==> src/rtl/cc_pkg.sv <==
package cc_pkg;
   localparam int RUNIN_BITS = 14;
   localparam int START_BITS = 3;
   localparam int BYTE_BITS  = 8;
   localparam int FRAME_LEN  = RUNIN_BITS + START_BITS + 2 * BYTE_BITS;
   localparam int NUM_REGS   = 4;

   typedef logic [FRAME_LEN-1:0] frame_t;

   // Bit 0 of the result is transmitted first.
   function automatic frame_t build_frame(input logic [7:0] first_b,
                                          input logic [7:0] second_b);
      frame_t f;
      for (int i = 0; i < RUNIN_BITS; i++) f[i] = ~i[0];
      f[RUNIN_BITS]   = 1'b0;
      f[RUNIN_BITS+1] = 1'b0;
      f[RUNIN_BITS+2] = 1'b1;
      f[RUNIN_BITS+START_BITS +: BYTE_BITS]             = first_b;
      f[RUNIN_BITS+START_BITS+BYTE_BITS +: BYTE_BITS]   = second_b;
      return f;
   endfunction
endpackage

==> src/rtl/cc_byte_regs.sv <==
module cc_byte_regs #(
   parameter int          N_REGS  = 4,
   parameter logic [7:0]  RST_VAL = 8'h80
) (
   input  logic                      clk,
   input  logic                      rst_n,
   input  logic                      wr_en,
   input  logic [$clog2(N_REGS)-1:0] wr_addr,
   input  logic [7:0]                wr_data,
   output logic [N_REGS-1:0][7:0]    regs_q
);
   for (genvar g = 0; g < N_REGS; g++) begin : g_reg
      always_ff @(posedge clk or negedge rst_n) begin
         if (!rst_n)                      regs_q[g] <= RST_VAL;
         else if (wr_en && wr_addr == g)  regs_q[g] <= wr_data;
      end

      assert_write_lands_R2: assert property (@(posedge clk) disable iff (!rst_n)
         (wr_en && wr_addr == g) |=> regs_q[g] == $past(wr_data));
      assert_other_kept_R2: assert property (@(posedge clk) disable iff (!rst_n)
         !(wr_en && wr_addr == g) |=> $stable(regs_q[g]));
   end
endmodule

==> src/rtl/cc_bit_timer.sv <==
module cc_bit_timer #(
   parameter int DIV_W = 8
) (
   input  logic             clk,
   input  logic             rst_n,
   input  logic             start,
   input  logic             run,
   input  logic [DIV_W-1:0] per_in,
   output logic [DIV_W-1:0] per_len,
   output logic             tick
);
   logic [DIV_W-1:0] cnt;

   always_ff @(posedge clk or negedge rst_n) begin
      if (!rst_n) begin
         cnt     <= '0;
         per_len <= DIV_W'(1);
      end else if (start) begin
         cnt     <= '0;
         per_len <= per_in;
      end else if (run) begin
         cnt <= tick ? '0 : cnt + DIV_W'(1);
      end
   end

   assign tick = run && (cnt == per_len - DIV_W'(1));

   assert_tick_restarts_R7: assert property (@(posedge clk) disable iff (!rst_n)
      (tick && !start) |=> cnt == '0);
   assert_period_held_R9: assert property (@(posedge clk) disable iff (!rst_n)
      (run && !start) |=> $stable(per_len));
endmodule

==> src/rtl/cc_frame_shifter.sv <==
module cc_frame_shifter
   import cc_pkg::*;
(
   input  logic   clk,
   input  logic   rst_n,
   input  logic   start,
   input  logic   tick,
   input  frame_t frame_in,
   output logic   busy,
   output logic   bit_o
);
   localparam int LEFT_W = $clog2(FRAME_LEN + 1);

   frame_t            sh;
   logic [LEFT_W-1:0] left;

   always_ff @(posedge clk or negedge rst_n) begin
      if (!rst_n) begin
         sh   <= '0;
         left <= '0;
         busy <= 1'b0;
      end else if (start) begin
         sh   <= frame_in;
         left <= LEFT_W'(FRAME_LEN);
         busy <= 1'b1;
      end else if (tick) begin
         sh   <= sh >> 1;
         left <= left - LEFT_W'(1);
         if (left == LEFT_W'(1)) busy <= 1'b0;
      end
   end

   assign bit_o = busy & sh[0];

   assert_no_start_busy_R8: assert property (@(posedge clk) disable iff (!rst_n)
      busy |-> !start);
   assert_hold_between_ticks_R7: assert property (@(posedge clk) disable iff (!rst_n)
      (busy && !tick) |=> $stable(sh));
endmodule

==> src/rtl/cc_line_serializer.sv <==
module cc_line_serializer
   import cc_pkg::*;
#(
   parameter int DIV_W        = 8,
   parameter int DEF_BIT_CLKS = 54
) (
   input  logic             clk,
   input  logic             rst_n,
   input  logic             wr_en,
   input  logic [1:0]       wr_addr,
   input  logic [7:0]       wr_data,
   input  logic             field_odd,
   input  logic             cap_line,
   input  logic             line_start,
   input  logic [DIV_W-1:0] bit_clks,
   output logic             ser_valid,
   output logic             ser_bit
);
   localparam int VLEN_W = DIV_W + $clog2(FRAME_LEN) + 1;

   if (DEF_BIT_CLKS < 1 || DEF_BIT_CLKS >= (1 << DIV_W)) begin : g_bad_def
      $error("DEF_BIT_CLKS must fit in DIV_W bits and be nonzero");
   end
   if (NUM_REGS != 4) begin : g_bad_regs
      $error("the write port decodes exactly four byte registers");
   end

   logic [NUM_REGS-1:0][7:0] regs_q;
   logic                     start;
   logic                     tick;
   logic [DIV_W-1:0]         per_sel;
   logic [DIV_W-1:0]         per_len;
   frame_t                   frame_next;

   cc_byte_regs #(.N_REGS(NUM_REGS), .RST_VAL(8'h80)) u_regs (
      .clk(clk), .rst_n(rst_n), .wr_en(wr_en), .wr_addr(wr_addr),
      .wr_data(wr_data), .regs_q(regs_q));

   assign start   = line_start & cap_line & ~ser_valid;
   assign per_sel = (bit_clks == '0) ? DIV_W'(DEF_BIT_CLKS) : bit_clks;

   always_comb begin
      if (field_odd) frame_next = build_frame(regs_q[0], regs_q[1]);
      else           frame_next = build_frame(regs_q[2], regs_q[3]);
   end

   cc_bit_timer #(.DIV_W(DIV_W)) u_timer (
      .clk(clk), .rst_n(rst_n), .start(start), .run(ser_valid),
      .per_in(per_sel), .per_len(per_len), .tick(tick));

   cc_frame_shifter u_shift (
      .clk(clk), .rst_n(rst_n), .start(start), .tick(tick),
      .frame_in(frame_next), .busy(ser_valid), .bit_o(ser_bit));

   // Checker: length of the valid window in clocks.
   logic [VLEN_W-1:0] vlen;
   always_ff @(posedge clk or negedge rst_n) begin
      if (!rst_n)         vlen <= '0;
      else if (start)     vlen <= '0;
      else if (ser_valid) vlen <= vlen + VLEN_W'(1);
   end

   assert_valid_length_R3: assert property (@(posedge clk) disable iff (!rst_n)
      $fell(ser_valid) |-> vlen == VLEN_W'(FRAME_LEN) * VLEN_W'(per_len));
   assert_start_raises_valid_R3: assert property (@(posedge clk) disable iff (!rst_n)
      start |=> ser_valid);
   assert_runin_first_one_R4: assert property (@(posedge clk) disable iff (!rst_n)
      start |=> ser_bit);
   assert_quiet_when_idle_R10: assert property (@(posedge clk) disable iff (!rst_n)
      !ser_valid |-> !ser_bit);
   assert_ignore_no_capline_R8: assert property (@(posedge clk) disable iff (!rst_n)
      (!ser_valid && !(line_start && cap_line)) |=> !ser_valid);
endmodule

==> config.mk <==
export PLATFORM = sky130hd
export DESIGN_NAME = cc_line_serializer
export DESIGN_NICKNAME = d
export VERILOG_FILES = /design/src/rtl/cc_pkg.sv /design/src/rtl/cc_byte_regs.sv /design/src/rtl/cc_bit_timer.sv /design/src/rtl/cc_frame_shifter.sv /design/src/rtl/cc_line_serializer.sv
export SDC_FILE = /design/constraint.sdc
export NUM_CORES = 1
export LEC_CHECK = 0
export ABC_AREA = 1
export BUFFER_PORTS_ARGS = -buffer_cell sky130_fd_sc_hd__buf_2
export CAP_MARGIN = 5
export CORE_MARGIN = 2
export CORE_UTILIZATION = 65
export DETAILED_ROUTE_END_ITERATION = 12
export PLACE_DENSITY = 0.88
export REMOVE_ABC_BUFFERS = 1
export SYNTH_ARGS = -nofsm -noshare
export SYNTH_HDL_FRONTEND = slang
export SYNTH_SLANG_ARGS = --single-unit
==> constraint.sdc <==
create_clock -name clk -period 3 [get_ports clk]
set_input_delay 0.15 -clock clk [delete_from_list [all_inputs] [get_ports clk]]
set_output_delay 0.15 -clock clk [all_outputs]
set_load 0.02 [all_outputs]
==> results of run 1 <==
-- critical path: stages (launching register included) --
cell	delay [ps]
dfstp_2	550
inv_1	100
ha_1	330
nand2_1	60
inv_1	40
nor2_1	90
nand3_1	70
nor2_1	110
nand2_1	90
nor2_4	120
nand2_4	240
nand2_4	310
nand2_1	120
nand2_1	70
-- per-stage QoR --
| stage | hold WS (ps) | instance area, um2 | util (%) |
|---|---|---|---|
| finish | -28.8 | 4680 | 73.3 |
| global placement | 380 | 4450 | 69.7 |
| global route | 19.8 | 4680 | 73.3 |
| CTS | 0.136 | 4680 | 73.3 |
| floorplan | -146 | 4190 | - |
| detailed placement | 383 | 4450 | 69.7 |
-- flip-flops by register name, indices dropped and copies added (netlist names) --
register / count
u_regs.regs_q: 32
u_shift.busy: 1
u_shift.left: 6
u_shift.sh: 33
u_timer.cnt: 8
u_timer.per_len: 8
-- layer usage --
metal / up-vias / part of all wire, % / GRT usage [%]
met2: 74 / 51 / 45.5
met3: 9 / 3.5 / 5.64
met5: - / 0 / 0
li1: 1711 / - / -
met1: 1694 / 45 / 34.9
met4: 0 / 0.83 / 8.08
-- path summary, 6_finish.rpt --
| path | from | to | slack (ps) | depth (start not counted) |
|---|---|---|---|---|
| max reg2reg | u_timer.per_len[0] | u_shift.sh[20] | 630 | 13 |
| max | u_timer.per_len[0] | u_shift.sh[20] | 630 | 13 |
| min | rst_n | u_shift.sh[11] | -30 | 1 |
| min in group clk | bit_clks[3] | u_timer.per_len[3] | 10 | 3 |
| min reg2reg | u_shift.sh[2] | u_shift.sh[1] | 480 | 2 |
| max in group asynchronous | rst_n | u_shift.sh[9] | 2320 | 1 |
-- power by group through the flow --
stage | Sequential, mW | Combinational [mW] | Clock, mW
finish | 1.86 | 1.34 | 0.931
global route | 1.91 | 1.54 | 0.997
CTS | 1.86 | 1.34 | 0.939
detailed placement | 1.88 | 1.33 | 0
global placement | 1.86 | 1.26 | 0
floorplan | 1.80 | 1.03 | 0
-- kinds of logic after synthesis --
group                    share of synthesized area (%)
AND/OR/NAND/NOR                                   27.8
flip-flops                                        51.3
AO/OA/AOI/OAI                                     7.27
adder cells (fa/ha/maj)                           1.16
buffers and inverters                             6.16
XOR/XNOR                                          2.65
multiplexers                                      3.63
-- synthesized netlist by cell type (all sizes together) --
library cell and instances:
a21oi 1, xnor2 3, o21bai 4, mux2i 10, buf 13, dfrtp 83
ha 4, mux2 5, o21ai 54, nor2 37, and2 1, clkbuf 10
nand4 9, inv 41, nand3 62, o31ai 1, or2 2, dfstp 5
xor2 10, nor4 2, nand3b 1, nor3 1, nand2 161
-- area by class of cell --
type | instances | share of cell area (%)
Clock buffer | 12 | 3.32
Clock inverter | 4 | 1.63
Inverter | 41 | 3.29
Multi-Input combinational cell | 368 | 39.1
Sequential cell | 88 | 47.2
Tap cell | 77 | 2.06
Timing Repair Buffer | 29 | 3.37
==> results.md, run 1 <==
* H-tree Lvls at 3
* DRC at 0
* Inst Count DP at 603
* Final worst clock skew at 8.54 ps
* Vias in the first global route at 3,525
* Synth cell types at 32
* Post-Syn Instances at 520
* Max-slew headroom at 28.0%
* Fin cells at 619
* Worst min-delay path class: in2async
* FF+latch area at 2210 um2
* Boundary Pins at 26
* Root Driver: clkbuf_8
* Multi-input logic area at 1830 um2
* Synth warn at 0
* Largest cells by area after synthesis: dfrtp_1 48%, nand2_1 14%, nand3_1 7.1%
* Clock group share of total power at 22.5%
* Antenna Nets Post-Route at 0
* Hold-fix buffers, CTS at 0
* Starting Density at 67.4%
* Chip Width at 85.4 um
* Most common cell after layout, fill and taps aside: nand2_1
* Cts repair resizes at 0
* TritonCTS clock tree: built
* First-pass GRT wire length at 15.6 mm
* Critical Path Fanout Max at 36
* Area delta synth->final at 8.75%
* Fillers at 468
* CP startpoint kind: flip-flop
* Failing checks: negative hold slack
* Die Footprint at 7290 um2
* Sequential share of power at 45.1%
* PD cells at 883 nW/um2
* Layout cells sized above 1 at 12.7%
* CP endpoint kind: flip-flop
* Routed WL per cell at 13.9 um
* Net switching fraction of the power at 36.5%
* Total Wirelength at 8.63 mm
* Postcts setup bufs at 0
* VDD IR max at 0.729 mV
* Initial antenna violation count at 0
* Worst Path Arrival at 2660 ps
* Avg Cell Area, Syn at 8.27 um2
* Hold WS at -28.8 ps
* Count of final hold-check violations at 10
* Post-synth top area cell: dfrtp_1
* Worst Path Required at 3290 ps
* Clock sink count at 88
* Vias at 3,488
* HPWL Detailed at 5.59 mm
* Minimum clock period at 2370 ps
* Max Cap Violations at 0
* Achievable Freq at 422 MHz
* Place WS at 644 ps
* Register area share after synthesis at 51.3%
* Yosys reg bits at 88
* PnR worst setup slack at 633 ps
* Fin crit share at 78.9%
* LEAKAGE at 2.40 nW
* Diode count at 0
* RSZ-0062 raised after global routing: no
* Global route overflow at 0
* Most frequent cells in the layout: 158 x nand2_1, 83 x dfrtp_1, 61 x nand3_1
* I/O Buffers at 25
* Final setup viols at 0
* Least-Margin Pin Slew at 1080 ps
* Logic pwr share at 32.4%
* Total Nets Final at 565
* P_sw at 1.51 mW
* Share of the synthesized area in the top cell type at 48.3%
* Slew Viols, Final at 0
* Row cnt at 29
* Vias per cell at 5.63
* Core ar. at 6390 um2
* Worst-path clk slew at 80 ps
* DIE HEIGHT at 85.4 um
* Outcome: complete, but fails checks
* Total internal power at 2.63 mW
* CP Class: reg2reg
* Largest net degree at the start of global routing at 89
* Overall power at 4.13 mW
* Clock Latency Late Sink at 360 ps
* Drt first-iter violations at 284
* Setup TNS at 0 ps
* Routability cong. at 0.816
* Num CTS Buffers at 9
* Synthesized cell area at 4300 um2
* Overall routing resource usage at 26.8%
* Drt first pass iters at 4
* Clock buffer depth at 2
Power figures use the tool's default switching activity.
==> run 2, diff against run 1 <==
Settings changed: CORE_UTILIZATION 65 to 60, PLACE_DENSITY 0.88 to 0.83.
Clock period 3 ns to 2.2 ns, I/O delays scaled along.
==> run 2 against run 1 <==
The flow now finishes without violations. Clock skew decreased by 0.56 ps. Clock-buffer cell count shrank 2. Highest routed layer unchanged. Non-clock buffer count increased by 12. Worst setup slack worse by 490 ps. Cell count up 5.0%. First-iteration DRC count decreased by 29%. Total power increased by 31%. Core utilization down 3.7 points. Global-route usage shrank 2.7 points.
==> results.md, run 2 (synthesis results as in run 1) <==
* CP Class: reg2reg
* Least-Margin Pin Slew at 599 ps (-481 ps)
* Antenna Nets Post-Route at 0 (unchanged)
* Chip Width at 88.7 um (+3.9%)
* Final worst clock skew at 7.98 ps (-0.562 ps)
* Fin crit share at 93.5% (+15 points)
* Count of final hold-check violations at 0 (-10)
* Drt first-iter violations at 203 (-29%)
* DIE HEIGHT at 88.7 um (+3.9%)
* Net switching fraction of the power at 38.1% (+1.7 points)
* Initial antenna violation count at 0 (unchanged)
* Crit path cell chain: inv_2, ha_1, nand2_1, nand2_1, nand2_1, nand2_1, nor2_1, nand2_1, nor2_4, nand2_4, nand2_4, nand2_1, nand2_1
* Max Cap Violations at 0 (unchanged)
* Area delta synth->final at 11.1%
* Multi-input logic area at 1830 um2 (unchanged)
* PnR worst setup slack at 144 ps (-489 ps)
* Max-slew headroom at 60.0% (+32 points)
* Row cnt at 30 (+3.4%)
* Post-Place Cell Area at 4530 um2 (+1.9%)
* Final instance area at 4780 um2 (+2.1%)
* Boundary Pins at 26 (unchanged)
* Die Footprint at 7870 um2 (+7.9%)
* Max incr delay on CP at 570 ps (+20 ps)
* Crit path top cell by count: nand2_1
* Clock group share of total power at 18.8% (-3.7 points)
* Fillers at 548 (+17%)
* Total Wirelength at 8.48 mm (-1.8%)
* FF+latch area at 2210 um2 (unchanged)
* Largest register FFs at 33 (unchanged)
* Routed WL per cell at 13.0 um (-6.5%)
* Vias at 3,451 (-1.1%)
* Routability cong. at 0.881 (+8.0%)
* RSZ-0062 raised after global routing: no
* Clock sink count at 88 (unchanged)
* TritonCTS clock tree: built
* Core ar. at 6870 um2 (+7.6%)
* LEAKAGE at 2.43 nW (+1.4%)
* CP startpoint kind: flip-flop
* Num CTS Buffers at 9 (unchanged)
* Diode count at 0 (unchanged)
* Drt first pass iters at 4 (unchanged)
* Worst Path Required at 2490 ps (-800 ps)
* First-pass GRT wire length at 14.7 mm (-5.3%)
* DRC at 0 (unchanged)
* Register name with the most flops: u_shift.sh
* I/O Buffers at 25 (unchanged)
* Final setup viols at 0 (unchanged)
* Clock buffer depth at 2 (unchanged)
* Starting Density at 62.6% (-4.7 points)
* Most common cell after layout, fill and taps aside: nand2_1
* Worst min-delay path class: in2reg
* Most frequent cells in the layout: 158 x nand2_1, 83 x dfrtp_1, 61 x nand3_1
* Minimum clock period at 2060 ps (-311 ps)
* Worst-path clk slew at 80 ps (about the same)
* Global route overflow at 0 (unchanged)
* Overall routing resource usage at 24.2% (-2.7 points)
* HPWL Detailed at 5.79 mm (+3.4%)
* Worst Path Arrival at 2350 ps (-310 ps)
* Regs by FF count: u_shift.sh (33), u_regs.regs_q (32)
* Vias per cell at 5.31 (-5.8%)
* Root Driver: clkbuf_8
* Total Nets Final at 577 (+2.1%)
* PD cells at 1130 nW/um2 (+28%)
* Achievable Freq at 486 MHz (+15%)
* Vias in the first global route at 3,274 (-7.1%)
* CP endpoint kind: flip-flop
* Logic pwr share at 34.0% (+1.6 points)
* P_sw at 2.06 mW (+37%)
* VDD IR max at 0.495 mV (-32%)
* Total internal power at 3.34 mW (+27%)
* Clock Latency Late Sink at 360 ps (about the same)
* Outcome: complete, no violations
* H-tree Lvls at 3 (unchanged)
* Critical Path Fanout Max at 22 (-39%)
* Worst path slowest cell: dfstp_2
* Slew Viols, Final at 0 (unchanged)
* Largest net degree at the start of global routing at 80 (-10%)
* Place WS at 61.2 ps (-583 ps)
* Sequential share of power at 47.2% (+2.1 points)
* Layout cells sized above 1 at 14.3% (+1.5 points)
==> run 2: cell types whose count changed in the layout (fill, tap and decap cells not counted), sizes merged <==
cell         delta
bufinv          -2
clkbuf          -2
clkinv          +2
inv             +1
clkinvlp        +1
dlygate4sd3     +5
buf             +7
==> run 2: layout make-up <==
cell class / count / share of cell area (%)
Timing Repair Buffer: 41 / 5.97
Sequential cell: 88 / 46.2
Tap cell: 96 / 2.51
Clock buffer: 10 / 2.88
Inverter: 41 / 3.22
Multi-Input combinational cell: 368 / 38.3
Clock inverter: 6 / 0.890
==> run 2: worst paths after layout <==
path	slack [ps]	cells after the start	to	from
worst max register to register	140	13	u_shift.sh[22]	u_timer.per_len[0]
worst max-delay path	140	13	u_shift.sh[22]	u_timer.per_len[0]
worst min register to register	480	2	u_shift.sh[11]	u_shift.sh[12]
min in group asynchronous	120	2	u_timer.cnt[3]	rst_n
max in group asynchronous	1420	3	u_regs.regs_q[7]	rst_n
worst min-delay path	10	3	u_timer.per_len[2]	bit_clks[2]
==> run 2: layer usage <==
metal	vias up	track usage [%]	wire length, um
met1	1618	31.6	3800
li1	1734	-	-
met3	18	3.54	298
met4	0	10.5	179
met5	-	0	0
met2	81	40.2	4200
==> run 2: critical path: cells and delay by family (launching register included) <==
kind | cells | cell delay, ps
buf+inv | 1 | 70
flops | 1 | 570
fa+ha+maj | 1 | 280
simple gates | 11 | 1060
==> run 2: what timing repair did <==
item / CTS / global route
endpoints found under the setup margin: 0 / 44
hold endpoints to repair: 87 / 0
buffers inserted: 0 / 2
resized for setup: 0 / 2
hold buffers: 5 / 0
==> run 2: through the flow <==
stage | std cells | hold slack, ps | utilization [%] | setup TNS (ps) | power, mW
global route | 650 | 15.3 | 69.6 | 0 | 5.83
CTS | 648 | 1.66 | 69.4 | 0 | 5.42
floorplan | 497 | -186 | - | -13350 | 3.87
finish | 650 | 13.6 | 69.6 | 0 | 5.40
global placement | 627 | -47.8 | 66.0 | 0 | 4.29
detailed placement | 627 | -47.7 | 66.0 | 0 | 4.39
==> run 2: power groups by stage <==
| stage | Sequential [mW] | Clock [mW] | Combinational, mW |
|---|---|---|---|
| finish | 2.55 | 1.02 | 1.83 |
| global route | 2.61 | 1.11 | 2.10 |
| CTS | 2.54 | 1.04 | 1.84 |
| detailed placement | 2.57 | 0 | 1.83 |
| global placement | 2.54 | 0 | 1.75 |
| floorplan | 2.46 | 0 | 1.41 |
==> run 3, diff against run 2 <==
Settings changed: CORE_MARGIN 2 to 4, PLACE_DENSITY 0.83 to 0.82.
==> run 3 against run 2 <==
Critical path type unchanged. Highest routed layer unchanged. First-iteration DRC count increased by 26%. Die area grew 9.2%. Clock skew is 5.3 ps higher. Combinational power up 8%. Critical path depth shrank 1.
==> results.md, run 3 (synthesis results as in run 1) <==
* Most frequent cells in the layout: 157 x nand2_1, 83 x dfrtp_1, 61 x nand3_1
* Clock Latency Late Sink at 370 ps (about the same)
* Final Util at 71.3% (+1.7 points)
* Overall routing resource usage at 22.3% (-1.9 points)
* Fin crit share at 93.9% (+0.44 points)
* Row cnt at 30 (unchanged)
* Drt first-iter violations at 256 (+26%)
* Clock group share of total power at 19.1% (+0.3 points)
* Net switching fraction of the power at 39.2% (+1.1 points)
* R2r startpoint: u_timer.per_len[0]
* Final setup viols at 0 (unchanged)
* Drt first pass iters at 5 (+1)
* Hold WS at 16.6 ps (+2.97 ps)
* Worst Path Arrival at 2330 ps (-20 ps)
* Inst Count DP at 625 (-0.32%)
* Chip Width at 92.7 um (+4.5%)
* Slew Viols, Final at 0 (unchanged)
* Worst path slowest cell: dfstp_2
* CP Class: reg2reg
* Vias per cell at 5.50 (+3.5%)
* Clock sink count at 88 (unchanged)
* Routability cong. at 0.877 (-0.49%)
* Total Wirelength at 9.22 mm (+8.7%)
* CP startpoint kind: flip-flop
* Outcome: complete, no violations
* H-tree Lvls at 3 (unchanged)
* Max-slew headroom at 60.3% (+0.31 points)
* Final worst clock skew at 13.3 ps (+5.35 ps)
* Crit path cell chain: inv_2, ha_4, nor2_1, nor2_2, nand3_1, nor2_2, nand2_2, nor2_4, nand2_4, buf_12, o21bai_1, inv_1
* Count of final hold-check violations at 0 (unchanged)
* Largest net degree at the start of global routing at 49 (-39%)
* Critical Path Fanout Max at 6 (-73%)
* Initial antenna violation count at 0 (unchanged)
* Global route overflow at 0 (unchanged)
* Hold Crit Start: bit_clks[1]
* Logic pwr share at 35.4% (+1.4 points)
* DRC at 0 (unchanged)
* VDD IR max at 0.657 mV (+33%)
* Total Nets Final at 580 (+0.52%)
* Register name with the most flops: u_shift.sh
* Max incr delay on CP at 550 ps (-20 ps)
* Num CTS Buffers at 9 (unchanged)
* Largest register FFs at 33 (unchanged)
* Fin cells at 653 (+0.46%)
* Crit path top cell by count: nor2_2
* Total internal power at 3.40 mW (+1.7%)
* Diode count at 0 (unchanged)
* First-pass GRT wire length at 15.5 mm (+4.9%)
* Boundary Pins at 26 (unchanged)
* Routed WL per cell at 14.1 um (+8.2%)
* Regs by FF count: u_shift.sh (33), u_regs.regs_q (32)
* Sequential share of power at 45.5% (-1.7 points)
* Achievable Freq at 484 MHz (-0.47%)
* Root Driver: clkbuf_8
* Crit path from: u_timer.per_len[0]
* P_sw at 2.19 mW (+6.7%)
* LEAKAGE at 2.48 nW (+2.0%)
* Post-Place Cell Area at 4520 um2 (-0.33%)
* TritonCTS clock tree: built
* Most common cell after layout, fill and taps aside: nand2_1
* Die Footprint at 8590 um2 (+9.2%)
* PD cells at 1140 nW/um2 (+1.1%)
* Vias in the first global route at 3,539 (+8.1%)
* Vias at 3,589 (+4.0%)
* Minimum clock period at 2070 ps (+9.68 ps)
* Antenna Nets Post-Route at 0 (unchanged)
* Starting Density at 62.6% (unchanged)
* Overall power at 5.59 mW (+3.6%)
* I/O Buffers at 25 (unchanged)
* Area delta synth->final at 13.8%
* Layout cells sized above 1 at 14.9% (+0.64 points)
* Clock buffer depth at 2 (unchanged)
* Max Cap Violations at 0 (unchanged)
* HPWL Detailed at 5.55 mm (-4.0%)
* Least-Margin Pin Slew at 594 ps (-5.38 ps)
* Worst min-delay path class: in2reg
* Worst-path clk slew at 90 ps (about the same)
* CP endpoint kind: flip-flop
* DIE HEIGHT at 92.7 um (+4.5%)
* Worst Path Required at 2460 ps (-30 ps)
* Final instance area at 4900 um2 (+2.5%)
* Core ar. at 6870 um2 (unchanged)
## run 3: path summary, 6_finish.rpt
kind	to	slack (ps)	depth (start not counted)
worst max register to register	u_shift.busy	130	12
worst min-delay path	u_timer.per_len[1]	20	3
max in group asynchronous	u_timer.per_len[0]	1250	3
worst min register to register	u_regs.regs_q[16]	490	2
min in group asynchronous	u_regs.regs_q[17]	250	2
worst max-delay path	u_shift.busy	130	12
## run 3: critical path: cells and delay by family, from the launching register on
family	cells	cell delay (ps)
compound gates	1	120
fa+ha+maj	1	270
buf+inv	3	300
flops	1	550
simple gates	7	720
## run 3: power groups by stage
stage / combinational, mW / clock (mW) / sequential, mW
6_report: 1.98 / 1.07 / 2.55
5_1_grt: 2.28 / 1.15 / 2.62
4_1_cts: 1.85 / 1.08 / 2.53
3_5_place_dp: 1.82 / 0 / 2.56
3_3_place_gp: 1.74 / 0 / 2.54
2_1_floorplan: 1.41 / 0 / 2.46
## run 3: area by class of cell
| cell class | count | area [um2] |
|---|---|---|
| Clock inverter | 6 | 58.8 |
| Sequential cell | 88 | 2210 |
| Inverter | 41 | 154 |
| Fill cell | 538 | 1970 |
| Clock buffer | 10 | 128 |
| Timing Repair Buffer | 44 | 369 |
| Tap cell | 96 | 120 |
| Multi-Input combinational cell | 368 | 1860 |
## run 3: what timing repair did
item	4_1_cts	5_1_grt
buffers inserted	0	1
gates resized for setup	0	7
setup endpoints to repair	0	48
hold buffers	7	0
hold endpoints to repair	42	0
## run 3: metal layers
layer	track usage (%)	share of wire, %	vias to the layer above
met5	0	0	-
met4	7.81	2.0	0
met3	4.79	4.8	25
met2	39.0	51	106
met1	27.2	42	1716
li1	-	-	1742
## run 3: stage by stage
step | setup WS [ps] | TNS (ps)
final | 134 | 0
after global routing | -12.9 | -92.1
after CTS | 23.5 | 0
after detailed placement | 107 | 0
after global placement | 159 | 0
after floorplan | -402 | -13350
